===== config.mk =====
export PLATFORM = sky130hd
export DESIGN_NAME = mbx_irq_ctrl
export DESIGN_NICKNAME = d
export VERILOG_FILES = /design/src/rtl/mbx_pkg.sv /design/src/rtl/mbx_port_decode.sv /design/src/rtl/mbx_irq_flag.sv /design/src/rtl/mbx_irq_ctrl.sv
export SDC_FILE = /design/constraint.sdc
export NUM_CORES = 1
export LEC_CHECK = 0
export ABC_CLOCK_PERIOD_IN_PS = 1900
export BUFFER_PORTS_ARGS = -buffer_cell sky130_fd_sc_hd__buf_2
export CORE_AREA = 4 4 41 43
export CTS_CLUSTER_DIAMETER = 30
export CTS_CLUSTER_SIZE = 16
export DETAILED_ROUTE_END_ITERATION = 8
export DIE_AREA = 0 0 45 47
export SLEW_MARGIN = 25
export SYNTH_ARGS = -nofsm -noshare
export SYNTH_HDL_FRONTEND = slang
export SYNTH_HIERARCHICAL = 1
export SYNTH_SLANG_ARGS = --single-unit

===== constraint.sdc =====
create_clock -name clk -period 1.9 [get_ports clk]
set_clock_uncertainty 0.05 [all_clocks]
set_input_delay 0.095 -clock clk [delete_from_list [all_inputs] [get_ports clk]]
set_output_delay 0.095 -clock clk [all_outputs]
set_load 0.02 [all_outputs]

===== src/rtl/mbx_pkg.sv =====
package mbx_pkg;

  localparam int SIDE_L = 0;
  localparam int SIDE_R = 1;
  localparam int N_SIDES = 2;

  // Mailbox word owned by a side: right owns the top word, left the one below.
  function automatic logic [31:0] box_addr(input int aw, input int side);
    logic [31:0] top;
    top = (32'd1 << aw) - 32'd1;
    return (side == SIDE_L) ? (top - 32'd1) : top;
  endfunction

endpackage


===== src/rtl/mbx_port_decode.sv =====
module mbx_port_decode #(
  parameter int AW = 16,
  parameter logic [AW-1:0] OWN_ADDR = '1,
  parameter logic [AW-1:0] PEER_ADDR = '0
) (
  input  logic          en,
  input  logic          we,
  input  logic          oe,
  input  logic          busy,
  input  logic [AW-1:0] addr,
  output logic          peer_wr,
  output logic          own_rd
);

  logic hit_own;
  logic hit_peer;
  logic wr_cyc;
  logic rd_cyc;

  always_comb begin
    hit_own  = (addr == OWN_ADDR);
    hit_peer = (addr == PEER_ADDR);
    wr_cyc   = en & we;
    rd_cyc   = en & ~we & oe;
    // contention on this port blocks both doorbell and acknowledge
    peer_wr  = wr_cyc & hit_peer & ~busy;
    own_rd   = rd_cyc & hit_own & ~busy;
  end

endmodule


===== src/rtl/mbx_irq_flag.sv =====
module mbx_irq_flag (
  input  logic clk,
  input  logic rst_n,
  input  logic set_req,
  input  logic clr_req,
  output logic irq_n
);

  logic flag_q;

  always_ff @(posedge clk or negedge rst_n) begin
    if (!rst_n)       flag_q <= 1'b0;
    else if (set_req) flag_q <= 1'b1;   // set outranks clear
    else if (clr_req) flag_q <= 1'b0;
  end

  assign irq_n = ~flag_q;

  a_r8_set_wins: assert property (@(posedge clk) disable iff (!rst_n)
    set_req |=> !irq_n);
  a_r4_clear: assert property (@(posedge clk) disable iff (!rst_n)
    (clr_req && !set_req) |=> irq_n);
  a_r9_hold: assert property (@(posedge clk) disable iff (!rst_n)
    (!set_req && !clr_req) |=> $stable(irq_n));

endmodule


===== src/rtl/mbx_irq_ctrl.sv =====
module mbx_irq_ctrl #(
  parameter int AW = 16
) (
  input  logic          clk,
  input  logic          rst_n,
  input  logic          l_en,
  input  logic          l_we,
  input  logic          l_oe,
  input  logic          l_busy,
  input  logic [AW-1:0] l_addr,
  input  logic          r_en,
  input  logic          r_we,
  input  logic          r_oe,
  input  logic          r_busy,
  input  logic [AW-1:0] r_addr,
  output logic          l_irq_n,
  output logic          r_irq_n
);
  import mbx_pkg::*;

  localparam int NS = N_SIDES;

  logic [NS-1:0]         p_en, p_we, p_oe, p_busy;
  logic [NS-1:0][AW-1:0] p_addr;
  logic [NS-1:0]         peer_wr, own_rd, irq_n_v;

  assign p_en[SIDE_L]   = l_en;
  assign p_we[SIDE_L]   = l_we;
  assign p_oe[SIDE_L]   = l_oe;
  assign p_busy[SIDE_L] = l_busy;
  assign p_addr[SIDE_L] = l_addr;
  assign p_en[SIDE_R]   = r_en;
  assign p_we[SIDE_R]   = r_we;
  assign p_oe[SIDE_R]   = r_oe;
  assign p_busy[SIDE_R] = r_busy;
  assign p_addr[SIDE_R] = r_addr;

  for (genvar s = 0; s < NS; s++) begin : g_side
    localparam logic [AW-1:0] OWN_A  = AW'(box_addr(AW, s));
    localparam logic [AW-1:0] PEER_A = AW'(box_addr(AW, NS - 1 - s));

    mbx_port_decode #(.AW(AW), .OWN_ADDR(OWN_A), .PEER_ADDR(PEER_A)) u_dec (
      .en(p_en[s]), .we(p_we[s]), .oe(p_oe[s]), .busy(p_busy[s]),
      .addr(p_addr[s]), .peer_wr(peer_wr[s]), .own_rd(own_rd[s])
    );

    // this side's flag is set by the other side and cleared by itself
    mbx_irq_flag u_flag (
      .clk(clk), .rst_n(rst_n),
      .set_req(peer_wr[NS - 1 - s]), .clr_req(own_rd[s]),
      .irq_n(irq_n_v[s])
    );
  end

  assign l_irq_n = irq_n_v[SIDE_L];
  assign r_irq_n = irq_n_v[SIDE_R];

  a_r1_reset_idle: assert property (@(posedge clk)
    !rst_n |-> (l_irq_n && r_irq_n));
  a_r6_busy_no_ring_r: assert property (@(posedge clk) disable iff (!rst_n)
    (l_busy && r_irq_n) |=> r_irq_n);
  a_r6_busy_no_ring_l: assert property (@(posedge clk) disable iff (!rst_n)
    (r_busy && l_irq_n) |=> l_irq_n);
  a_r7_busy_no_ack_l: assert property (@(posedge clk) disable iff (!rst_n)
    (l_busy && !l_irq_n) |=> !l_irq_n);
  a_r7_busy_no_ack_r: assert property (@(posedge clk) disable iff (!rst_n)
    (r_busy && !r_irq_n) |=> !r_irq_n);

endmodule


======== Word-level counts from Yosys, hierarchy flattened ========
Index checks and enable logic that the tools add are counted.
storage, ports and cells
  flip-flop bits (word level) ............. 2
  input bits .............................. 42
  logic and storage cells ................. 32
  output and inout bits ................... 2
cells by class
  eq/ne operators ......................... 4
  mux-type cells .......................... 4
  reductions and logical operators ........ 2
  bitwise gates (word level) .............. 20
operators by type and width
  cell                  count
  $eq 16x16->1 const B  4
  $and 1x1->1           14
  $not 1->1             6
  $mux 1                4
  $reduce_bool 2->1     2

======== Longest topological paths before layout ========
Gate-level depths: netlist of the first run.
  depth in word-level cells ............... 7
  mapped depth ............................ 4
  gate-level depth less buffers ........... 4

======== By module ========
The synthesis of the first run kept the hierarchy.
by module, submodules not included
  module                              cells an instance  area an instance (um^2)  seq. area each (um^2)  times used
  mbx_irq_flag                        3                  40.0                     25.0                   2
  mbx_port_decode at g_side[1].u_dec  11                 70.1                     0.0                    1
  mbx_port_decode at g_side[0].u_dec  10                 57.6                     0.0                    1

======== Worst setup path after synthesis of the first run ========
Ideal clock, no wire load.
  path kind ............................... in2reg
  start point ............................. in r_addr[14]
  end point ............................... reg g_side[1].u_flag.flag_q
  data required time ...................... 1.724 ns
  data arrival time ....................... 0.893 ns
  path buffers ............................ 0
  cell stages on the path ................. 4
  library setup time ...................... 0.126 ns
  path slack .............................. 0.831 ns
  cells stage by stage .................... nand4_1 -> or3_4 -> nor4_2 -> o21bai_2
between the ends
  cells in the longest elaborated chain, start to end .. 4
ends and longest elaborated chain
  item                         line                   RTL
  start: declaration           mbx_irq_ctrl.sv:15     input logic [AW-1:0] r_addr,
  $eq 16x16->1                 mbx_port_decode.sv:21  hit_own = (addr == OWN_ADDR);
  $and 1x1->1 (2 in series)    mbx_port_decode.sv:27  own_rd = rd_cyc & hit_own & ~busy;
  named net own_rd[1]          mbx_irq_ctrl.sv:25     logic [NS-1:0] peer_wr, own_rd, irq_n_v;
  $reduce_bool 2->1 (no line)  -
  end signal: assignment       mbx_irq_flag.sv:12     if (!rst_n) flag_q <= 1'b0;
  end signal: assignment       mbx_irq_flag.sv:13     else if (set_req) flag_q <= 1'b1;
  end signal: assignment       mbx_irq_flag.sv:14     else if (clr_req) flag_q <= 1'b0;
  end: declaration             mbx_irq_flag.sv:9      logic flag_q;
The timed path passes the listed nets, and every way through them passes these cells.
A chain may end at the register's enable or synchronous reset.

======== Worst setup path in the final report of the first run ========
  start point ............................. reg g_side[0].u_flag.flag_q
  end point ............................... out l_irq_n
between the ends
  cells in the longest elaborated chain, start to end .. 1
ends and longest elaborated chain
  item                      line                RTL
  start: declaration        mbx_irq_flag.sv:9
  start signal: assignment  mbx_irq_flag.sv:12
  start signal: assignment  mbx_irq_flag.sv:13
  start signal: assignment  mbx_irq_flag.sv:14
  $not 1->1                 mbx_irq_flag.sv:17  assign irq_n = ~flag_q;
  end: declaration          mbx_irq_ctrl.sv:16  output logic l_irq_n,
No other way between the ends.

==> out/results.ini, run 1 <==
[route]
vias = 385
detail_route.wl_per_cell_microns = 9.81
drc_errors = 0
dr.pass1.iters = 2
wl_microns = 873
ant_nets = 0
viasPerCell = 4.33
drt_iter0_drc = 1

[cells_and_area]
area.growth.synth_to_final_pct = 128
nNetsFinal = 118
fill_cells = 151
top_regs = g_side.u_flag/flag_q x2
regMostFlops = g_side.u_flag/flag_q
drive_gt1_share_pct = 67.6
diodes = 0
largest_reg_flops = 2

[timing]
layout_min_cycle_time_ns = 0.959
setup_viol = 0
fmax_ghz = 1.04
tightest_slew_ns = 0.237
finalCritPeriodShare_pct = 50.5
relSlewSlack_pct = 84.1
hold_violations = 0
fin_ws_ns = 0.941
maxSlewViolCount = 0
grt_setup_unrepaired = false
finalSetupTns_ns = 0

[placement]
dp_hpwl_microns = 834
gp_congestion = 0.691
port_buffers = 43
place_ws_ns = 0.696

[setup_path]
criticalPathCategory = reg2out
r2r_cells = 2
crit_required_ns = 1.75
crit_fanout = 2
r2r_start = g_side[0].u_flag/flag_q
reg2reg_to = g_side[0].u_flag/flag_q
cp.arrival_ns = 0.81
start_kind = flip-flop
r2r_setup_slack_ns = 1.25
endpoint_kind = output port

[logic_synthesis]
synth_area_per_cell_sq_um = 7.69
synthDistinctLibCells = 12
synth_warnings = 6
ys_seq_area_share_pct = 24.1
netlist_instances = 27
synth_area_sq_um = 208
yosys_register_bits = 2
syn_nets = 69

[clocking]
cts_tree = built
post-cts-setup-buffer-count = 0
cts-root-buf = clkbuf_4
clkLatencyLatePin_ns = 0.22
htree_levels = 1
ctsHoldBuffers = 1
clkTransAtPathRegs_ns = 0.03
clk_path_buf_depth = 2
clkSinkCount = 2
cts_made_buffers = 3
cts-resized-gates = 0

[global_routing]
antenna_found_initial = 0
grt_remaining_overflow = 0
grt_pass1_wl_microns = 1330
track_usage_pct = 8.60
grt_start_max_net_pins = 3
grt_pass1_vias = 399

[power]
peakVddDrop_mv = 0.195
p_per_area_nw_per_um2 = 391
switching_share_pct = 21.4
pwr-share-clk_pct = 50.4
p_int_mw = 0.146
power.net_switching_mw = 0.0396
leakage_nw = 0.263
p_seq_share_pct = 23.1
p_comb_share_pct = 26.4

[min_path]
hp-start = r_we
hold_depth = 3
holdPathEnd = g_side[1].u_flag/flag_q
min-delay-path-class = in2reg

[floorplan]
initial_core_util_pct = 16.0
num_rows = 13
die_h_microns = 47
io_pins = 44
core_area_sq_um = 1300
die_area_sq_um = 2120
die_x_microns = 45

[run_status]
status = finished, final reports clean

[run]
max-cap-violations = 0

## layout make-up
type	instances	area [sq um]	area share, %
Tap cell	15	18.8	3.96
Sequential cell	2	50.0	10.6
Timing Repair Buffer	44	225	47.5
Clock buffer	3	22.5	4.75
Inverter	3	11.3	2.37
Multi-Input combinational cell	22	146	30.9
## worst max-delay path by stage
stage,start,endpoint,depth (start not counted)
after floorplan,r_addr[14],g_side[1].u_flag/flag_q,4
after detailed placement,r_addr[14],g_side[1].u_flag/flag_q,5
after CTS,g_side[0].u_flag/flag_q,l_irq_n,2
after global routing,g_side[0].u_flag/flag_q,l_irq_n,2
after global placement,r_addr[14],g_side[1].u_flag/flag_q,5
final,g_side[0].u_flag/flag_q,l_irq_n,2
## layer usage
layer / vias to the layer above / GRT usage, % / wire length [microns]
met4: 0 / 8.77 / 19
met3: 2 / 0.766 / 143
met5: - / 0 / 0
li1: 198 / - / -
met2: 28 / 16.9 / 448
met1: 157 / 7.24 / 262
## synth_stat cells
cell type  number  area share [%]
nand4_1         6              18
nand2_1         5             9.0
inv_1           3             5.4
and4_1          2             8.4
dfrtp_1         2              24
nor3_1          2             4.8
o21bai_2        2              11
nor2_1          1             1.8
nor4_1          1             3.0
nor4_2          1             6.0
or3_1           1             3.0
or3_4           1             5.4
## power by group through the flow
stage	combinational (mW)	clock, mW	sequential [mW]
floorplan	0.00564	0	0.0434
global placement	0.0462	0	0.0434
detailed placement	0.0479	0	0.0434
CTS	0.0496	0.0985	0.0429
global route	0.0553	0.105	0.0429
finish	0.0490	0.0936	0.0429
## per-stage QoR
| stage | cell area, sq um | std cells | total power, mW | util, % | hold slack (ns) |
|---|---|---|---|---|---|
| final | 474 | 89 | 0.186 | 36.4 | 0.111 |
| after global routing | 474 | 89 | 0.203 | 36.4 | 0.113 |
| after CTS | 474 | 89 | 0.191 | 36.4 | 0.110 |
| after detailed placement | 442 | 85 | 0.0913 | 33.9 | -0.168 |
| after global placement | 442 | 85 | 0.0896 | 33.9 | -0.169 |
| after floorplan | 208 | 27 | 0.0490 | - | -0.251 |
## logic make-up (layout without fill, tap and decap cells)
family                 after synthesis  in the layout  synth area share, %
AO/OA/AOI/OAI                        2              2                 10.8
AND/OR/NAND/NOR                     20             20                 59.6
buffers and inverters                3             50                 5.42
flip-flops                           2              2                 24.1
## critical path, cell delays in order, from the launching register on
cell and delay, ns:
dfrtp_1 0.34, inv_1 0.08, buf_2 0.17
## placed cells by master (no fill, tap or decap)
cell type | netlist | layout
buf_2 | 0 | 43
nand4_1 | 6 | 6
nand2_1 | 5 | 5
clkbuf_4 | 0 | 3
inv_1 | 3 | 3
nor3_1 | 2 | 2
and4_1 | 2 | 2
o21bai_2 | 2 | 2
dfrtp_1 | 2 | 2
nor2_1 | 1 | 1
or3_4 | 1 | 1
or3_1 | 1 | 1
nor4_2 | 1 | 1
nor4_1 | 1 | 1
dlygate4sd3_1 | 0 | 1
(Power assumes the default switching activity.)
==> run 2: changes to the inputs <==
ABC_CLOCK_PERIOD_IN_PS = 800   (was 1900)
clock period = 0.8 ns   (was 1.9 ns; I/O delays follow)
==> out/results.ini, run 2 (synthesized netlist as in run 1, its figures left out) <==
[run_status]
status = complete, but fails checks
violations = setup timing

[cells_and_area]
area.growth.synth_to_final_pct = 166
layout_common_cells = buf_2, buf_6, nand4_1
diodes = 0  ; unchanged
layout_commonest_cell = buf_2
regMostFlops = g_side.u_flag/flag_q
drive_gt1_share_pct = 72.4  ; +4.8 points
nNetsFinal = 120  ; +1.7%
fin_area_sq_um = 553  ; +17%
largest_reg_flops = 2  ; unchanged
fill_cells = 143  ; -5.3%
top_regs = g_side.u_flag/flag_q x2

[global_routing]
track_usage_pct = 10.3  ; +1.7 points
grt_use_met3_pct = 3.07  ; +2.3 points
grt_pass1_vias = 431  ; +8.0%
grt_use_met1_pct = 11.1  ; +3.9 points
grt_pass1_wl_microns = 1550  ; +16%
grt_remaining_overflow = 0  ; unchanged
antenna_found_initial = 0  ; unchanged
grt_start_max_net_pins = 3  ; unchanged
top_usage_layer = met2
use_met2_pct = 17.2  ; +0.28 points

[clocking]
cts_tree = built
htree_levels = 1  ; unchanged
clkTransAtPathRegs_ns = 0.03  ; about the same
clk_path_buf_depth = 2  ; unchanged
cts_made_buffers = 3  ; unchanged
clkLatencyLatePin_ns = 0.22  ; about the same
clkSinkCount = 2  ; unchanged
cts-root-buf = clkbuf_4

[placement]
gp_congestion = 0.633  ; -8.5%
place_ws_ns = -0.317  ; -1.01 ns
dpl_cell_area_sq_um = 450  ; +2.0%
dp_hpwl_microns = 777  ; -6.9%
port_buffers = 43  ; unchanged

[power]
peakVddDrop_mv = 0.412  ; +110%
p_per_area_nw_per_um2 = 845  ; +120%
leakage_nw = 0.291  ; +11%

[timing]
fmax_ghz = 1.18
grt_setup_unrepaired = true
holdWs_ns = 0.0423  ; -0.0683 ns
relSlewSlack_pct = 86.2  ; +2.1 points
finalCritPeriodShare_pct = 106
layout_min_cycle_time_ns = 0.845
tightest_slew_ns = 0.206  ; -0.0308 ns
setup_viol = 4  ; +4
maxSlewViolCount = 0  ; unchanged
fin_ws_ns = -0.0445  ; -0.985 ns
hold_violations = 0  ; unchanged

[route]
ant_nets = 0  ; unchanged
dr.pass1.iters = 2  ; unchanged
drt_iter0_drc = 2  ; +1
detail_route.wl_per_cell_microns = 10.2  ; +4.0%
wl_microns = 928  ; +6.3%
viasPerCell = 4.37  ; +1.1%
drc_errors = 0  ; unchanged
vias = 398  ; +3.4%

[floorplan]
die_h_microns = 47  ; unchanged
initial_core_util_pct = 16.0  ; unchanged
core_area_sq_um = 1300  ; unchanged
die_area_sq_um = 2120  ; unchanged
num_rows = 13  ; unchanged
io_pins = 44  ; unchanged
die_x_microns = 45  ; unchanged

[setup_path]
cp.arrival_ns = 0.75  ; -0.06 ns
crit_fanout = 2  ; unchanged
start_kind = flip-flop
criticalPathCategory = reg2out
endpoint_kind = output port
crit_required_ns = 0.71  ; -1.04 ns

[run]
max-cap-violations = 0  ; unchanged

[min_path]
min-delay-path-class = in2reg

==> run 2: cell count changes in the layout (fill, tap and decap cells not counted) <==
cell    before  now
buf_6        0    8
buf_2       43   35
inv_1        3    1
or3_1        1    0
nor4_4       0    1
nor4_2       1    0
buf_4        0    2
inv_2        0    2
or3_4        1    2
==> run 2: area by class of cell <==
class                   instances  area, sq um  area share, %
clock buffers                   3         22.5           4.07
well taps                      15         18.8           3.39
repair buffers                 46          290           52.5
multi-input cells              22          160           29.0
flip-flops and latches          2         50.0           9.05
inverters                       3         11.3           2.04
==> run 2: worst paths after layout <==
check	from	end	slack [ns]	cells after the start
max reg2reg	g_side[1].u_flag/flag_q	g_side[1].u_flag/flag_q	0.06	3
min in group asynchronous	rst_n	g_side[1].u_flag/flag_q	0.08	2
min	r_we	g_side[1].u_flag/flag_q	0.04	3
max	g_side[0].u_flag/flag_q	l_irq_n	-0.04	2
min reg2reg	g_side[0].u_flag/flag_q	g_side[0].u_flag/flag_q	0.56	3
max in group asynchronous	rst_n	g_side[0].u_flag/flag_q	0.52	2
==> run 2: through the flow <==
step	TNS [ns]	util [%]	instances	power, mW
final	-0.115	42.5	91	0.467
after floorplan	-0.350	-	27	0.117
after global routing	-0.228	42.5	91	0.508
after global placement	-0.604	34.6	85	0.216
after detailed placement	-0.578	34.6	85	0.218
after CTS	-0.147	42.5	91	0.481
==> run 2: what timing repair did <==
action | CTS | global route
endpoints found under the setup margin | 4 | 4
setup buffers | 2 | 0
hold buffers | 1 | 0
gates resized for setup | 13 | 0
endpoints found under the hold margin | 2 | 0
cloned | 0 | 0
pin swaps | 4 | 2
==> run 2: routing by layer <==
metal | up-vias | wire length (microns)
li1 | 204 | -
met1 | 166 | 342
met2 | 28 | 468
met3 | 0 | 117
met4 | 0 | 0
met5 | - | 0
==> run 2: report_power, final <==
group / internal (mW) / total, mW / switching (mW) / leakage (nW)
Sequential: 0.102 / 0.102 / 0.00000402 / 0.0175
Clock: 0.166 / 0.226 / 0.0607 / 0.0138
Combinational: 0.0978 / 0.139 / 0.0408 / 0.259
Total: 0.366 / 0.467 / 0.101 / 0.291
==> run 2: critical path, cell delays in order (launching register included) <==
cell and delay (ns):
dfrtp_1 0.36, inv_2 0.06, buf_6 0.11
==> run 3: changes to the inputs <==
ABC_AREA = 1   (was not set)
==> out/results.ini, run 3 <==
[logic_synthesis]
synth.most_common_cell = nand2_1
synth_edf_count = 0  ; unchanged
synth_area_sq_um = 256  ; +23%
synth_area_leaders = nand2_1, dfrtp_1, nor2_1, inv_1, nor3_1
synthDistinctLibCells = 6  ; -6
synthArstFlopShare_pct = 100  ; unchanged
synth_area_per_cell_sq_um = 4.66  ; -39%
yosys_register_bits = 2  ; unchanged
synth_top_area_share_pct = 38.0  ; +14 points
synth_warnings = 6  ; unchanged
netlist.top_cell.by_area = nand2_1
ys_top_cells_by_count = nand2_1, nor2_1, inv_1, nor3_1
synth-main-ff-cell = dfrtp_1
ys_seq_area_share_pct = 19.5  ; -4.6 points
netlist_instances = 55  ; +100%
syn_nets = 97  ; +41%

[route]
viasPerCell = 3.79  ; -13%
drc_errors = 0  ; unchanged
vias = 451  ; +13%
drt_iter0_drc = 1  ; -1
wl_microns = 891  ; -4.0%
ant_nets = 0  ; unchanged
detail_route.wl_per_cell_microns = 7.49  ; -27%
dr.pass1.iters = 2  ; unchanged

[global_routing]
grt_pass1_vias = 392  ; -9.0%
grt_remaining_overflow = 0  ; unchanged
antenna_found_initial = 0  ; unchanged
grt_start_max_net_pins = 3  ; unchanged
track_usage_pct = 8.14  ; -2.1 points
grt_pass1_wl_microns = 1280  ; -17%

[cells_and_area]
diodes = 0  ; unchanged
layout_common_cells = buf_2, nand2_1, nor2_1
final_util_pct = 42.3  ; -0.19 points
drive_gt1_share_pct = 46.2  ; -26 points
largest_reg_flops = 2  ; unchanged
regMostFlops = g_side.u_flag/flag_q
layout_commonest_cell = buf_2
area.growth.synth_to_final_pct = 115
fill_cells = 159  ; +11%
nNetsFinal = 148  ; +23%
top_regs = g_side.u_flag/flag_q x2

[power]
leakage_nw = 0.321  ; +11%
peakVddDrop_mv = 0.291  ; -29%
p_seq_share_pct = 22.3  ; +0.5 points
p_int_mw = 0.356  ; -2.7%
power.net_switching_mw = 0.102  ; +0.66%
p_per_area_nw_per_um2 = 832  ; -1.5%
switching_share_pct = 22.3  ; +0.58 points
p_comb_share_pct = 29.7  ; about the same
pwr-share-clk_pct = 48.0  ; -0.5 points

[clocking]
clkSinkCount = 2  ; unchanged
clk_path_buf_depth = 2  ; unchanged
cts-root-buf = clkbuf_4
cts_tree = built
htree_levels = 1  ; unchanged
clkTransAtPathRegs_ns = 0.03  ; about the same
cts_made_buffers = 3  ; unchanged
clkLatencyLatePin_ns = 0.22  ; about the same

[floorplan]
die_h_microns = 47  ; unchanged
initial_core_util_pct = 19.7  ; +3.8 points
core_area_sq_um = 1300  ; unchanged
die_x_microns = 45  ; unchanged
die_area_sq_um = 2120  ; unchanged
num_rows = 13  ; unchanged
io_pins = 44  ; unchanged

[timing]
tightest_slew_ns = 0.170  ; -0.0363 ns
setup_viol = 2  ; -2
fmax_ghz = 1.17  ; -1.2%
finalSetupTns_ns = -0.0999  ; +0.0149 ns
hold_violations = 0  ; unchanged
finalCritPeriodShare_pct = 107  ; +1.3 points
layout_min_cycle_time_ns = 0.855  ; +0.0104 ns
maxSlewViolCount = 0  ; unchanged
fin_ws_ns = -0.0549  ; -0.0104 ns
relSlewSlack_pct = 88.6  ; +2.4 points
grt_setup_unrepaired = true

[setup_path]
r2r_setup_slack_ns = 0.04  ; -0.02 ns
crit_required_ns = 0.71  ; about the same
cp.arrival_ns = 0.76  ; about the same
endpoint_kind = output port
criticalPathCategory = reg2out
crit_fanout = 2  ; unchanged
start_kind = flip-flop

[min_path]
min-delay-path-class = in2async

[run]
max-cap-violations = 0  ; unchanged

[placement]
gp_congestion = 0.620  ; -2.1%
place_ws_ns = -0.0255  ; +0.291 ns
port_buffers = 43  ; unchanged

[run_status]
violations = setup timing
status = complete, but fails checks

[run 3: metal layers]
| layer | vias up | global-route usage [%] | share of wire [%] |
|---|---|---|---|
| met1 | 168 | 9.77 | 38 |
| met2 | 23 | 13.6 | 50 |
| met5 | - | 0 | 0 |
| met4 | 0 | 7.02 | 0 |
| met3 | 0 | 0 | 12 |
| li1 | 260 | - | - |
[run 3: layout make-up]
class                           count  area, sq um  area share (%)
Clock buffer                        3         22.5            4.09
Inverter                            9         33.8            6.14
Multi-Input combinational cell     44          173            31.4
Sequential cell                     2         50.0            9.09
Tap cell                           15         18.8            3.41
Timing Repair Buffer               46          253            45.9
[run 3: kinds of logic after synthesis]
group,Yosys count,share of synthesized area (%)
DFF,2,19.5
and+or+nand+nor,44,67.3
buffers and inverters,9,13.2
[run 3: power by group through the flow]
stage	clock, mW	sequential (mW)	combinational, mW
5_1_grt	0.228	0.102	0.157
3_3_place_gp	0	0.103	0.132
4_1_cts	0.233	0.102	0.138
6_report	0.220	0.102	0.136
2_1_floorplan	0	0.103	0.0332
3_5_place_dp	0	0.103	0.134
[run 3: timing repair]
item / CTS / global route
hold endpoints to repair: 2 / 0
endpoints found under the setup margin: 2 / 2
hold buffers: 1 / 0
setup buffers: 2 / 0
resized for setup: 4 / 0
[run 3: final timing paths]
| kind | start | endpoint | cells after the start |
|---|---|---|---|
| min reg2reg | g_side[0].u_flag/flag_q | g_side[0].u_flag/flag_q | 3 |
| min in group clk | r_we | g_side[0].u_flag/flag_q | 5 |
| max reg2reg | g_side[1].u_flag/flag_q | g_side[1].u_flag/flag_q | 3 |
| max in group asynchronous | rst_n | g_side[1].u_flag/flag_q | 2 |
| max | g_side[0].u_flag/flag_q | l_irq_n | 2 |
| min | rst_n | g_side[0].u_flag/flag_q | 2 |
[run 3: critical path, stage by stage, from the launching register on]
cell and delay [ns]:
dfrtp_1 0.36, inv_1 0.07, buf_6 0.11
[run 3: stage by stage]
| step | hold WS [ns] | power [mW] | cells | area, sq um |
|---|---|---|---|---|
| final | 0.0836 | 0.458 | 119 | 551 |
| after global routing | 0.0932 | 0.488 | 119 | 551 |
| after CTS | 0.0766 | 0.473 | 119 | 551 |
| after detailed placement | -0.221 | 0.237 | 113 | 490 |
| after global placement | -0.222 | 0.235 | 113 | 490 |
| after floorplan | -0.306 | 0.136 | 55 | 256 |
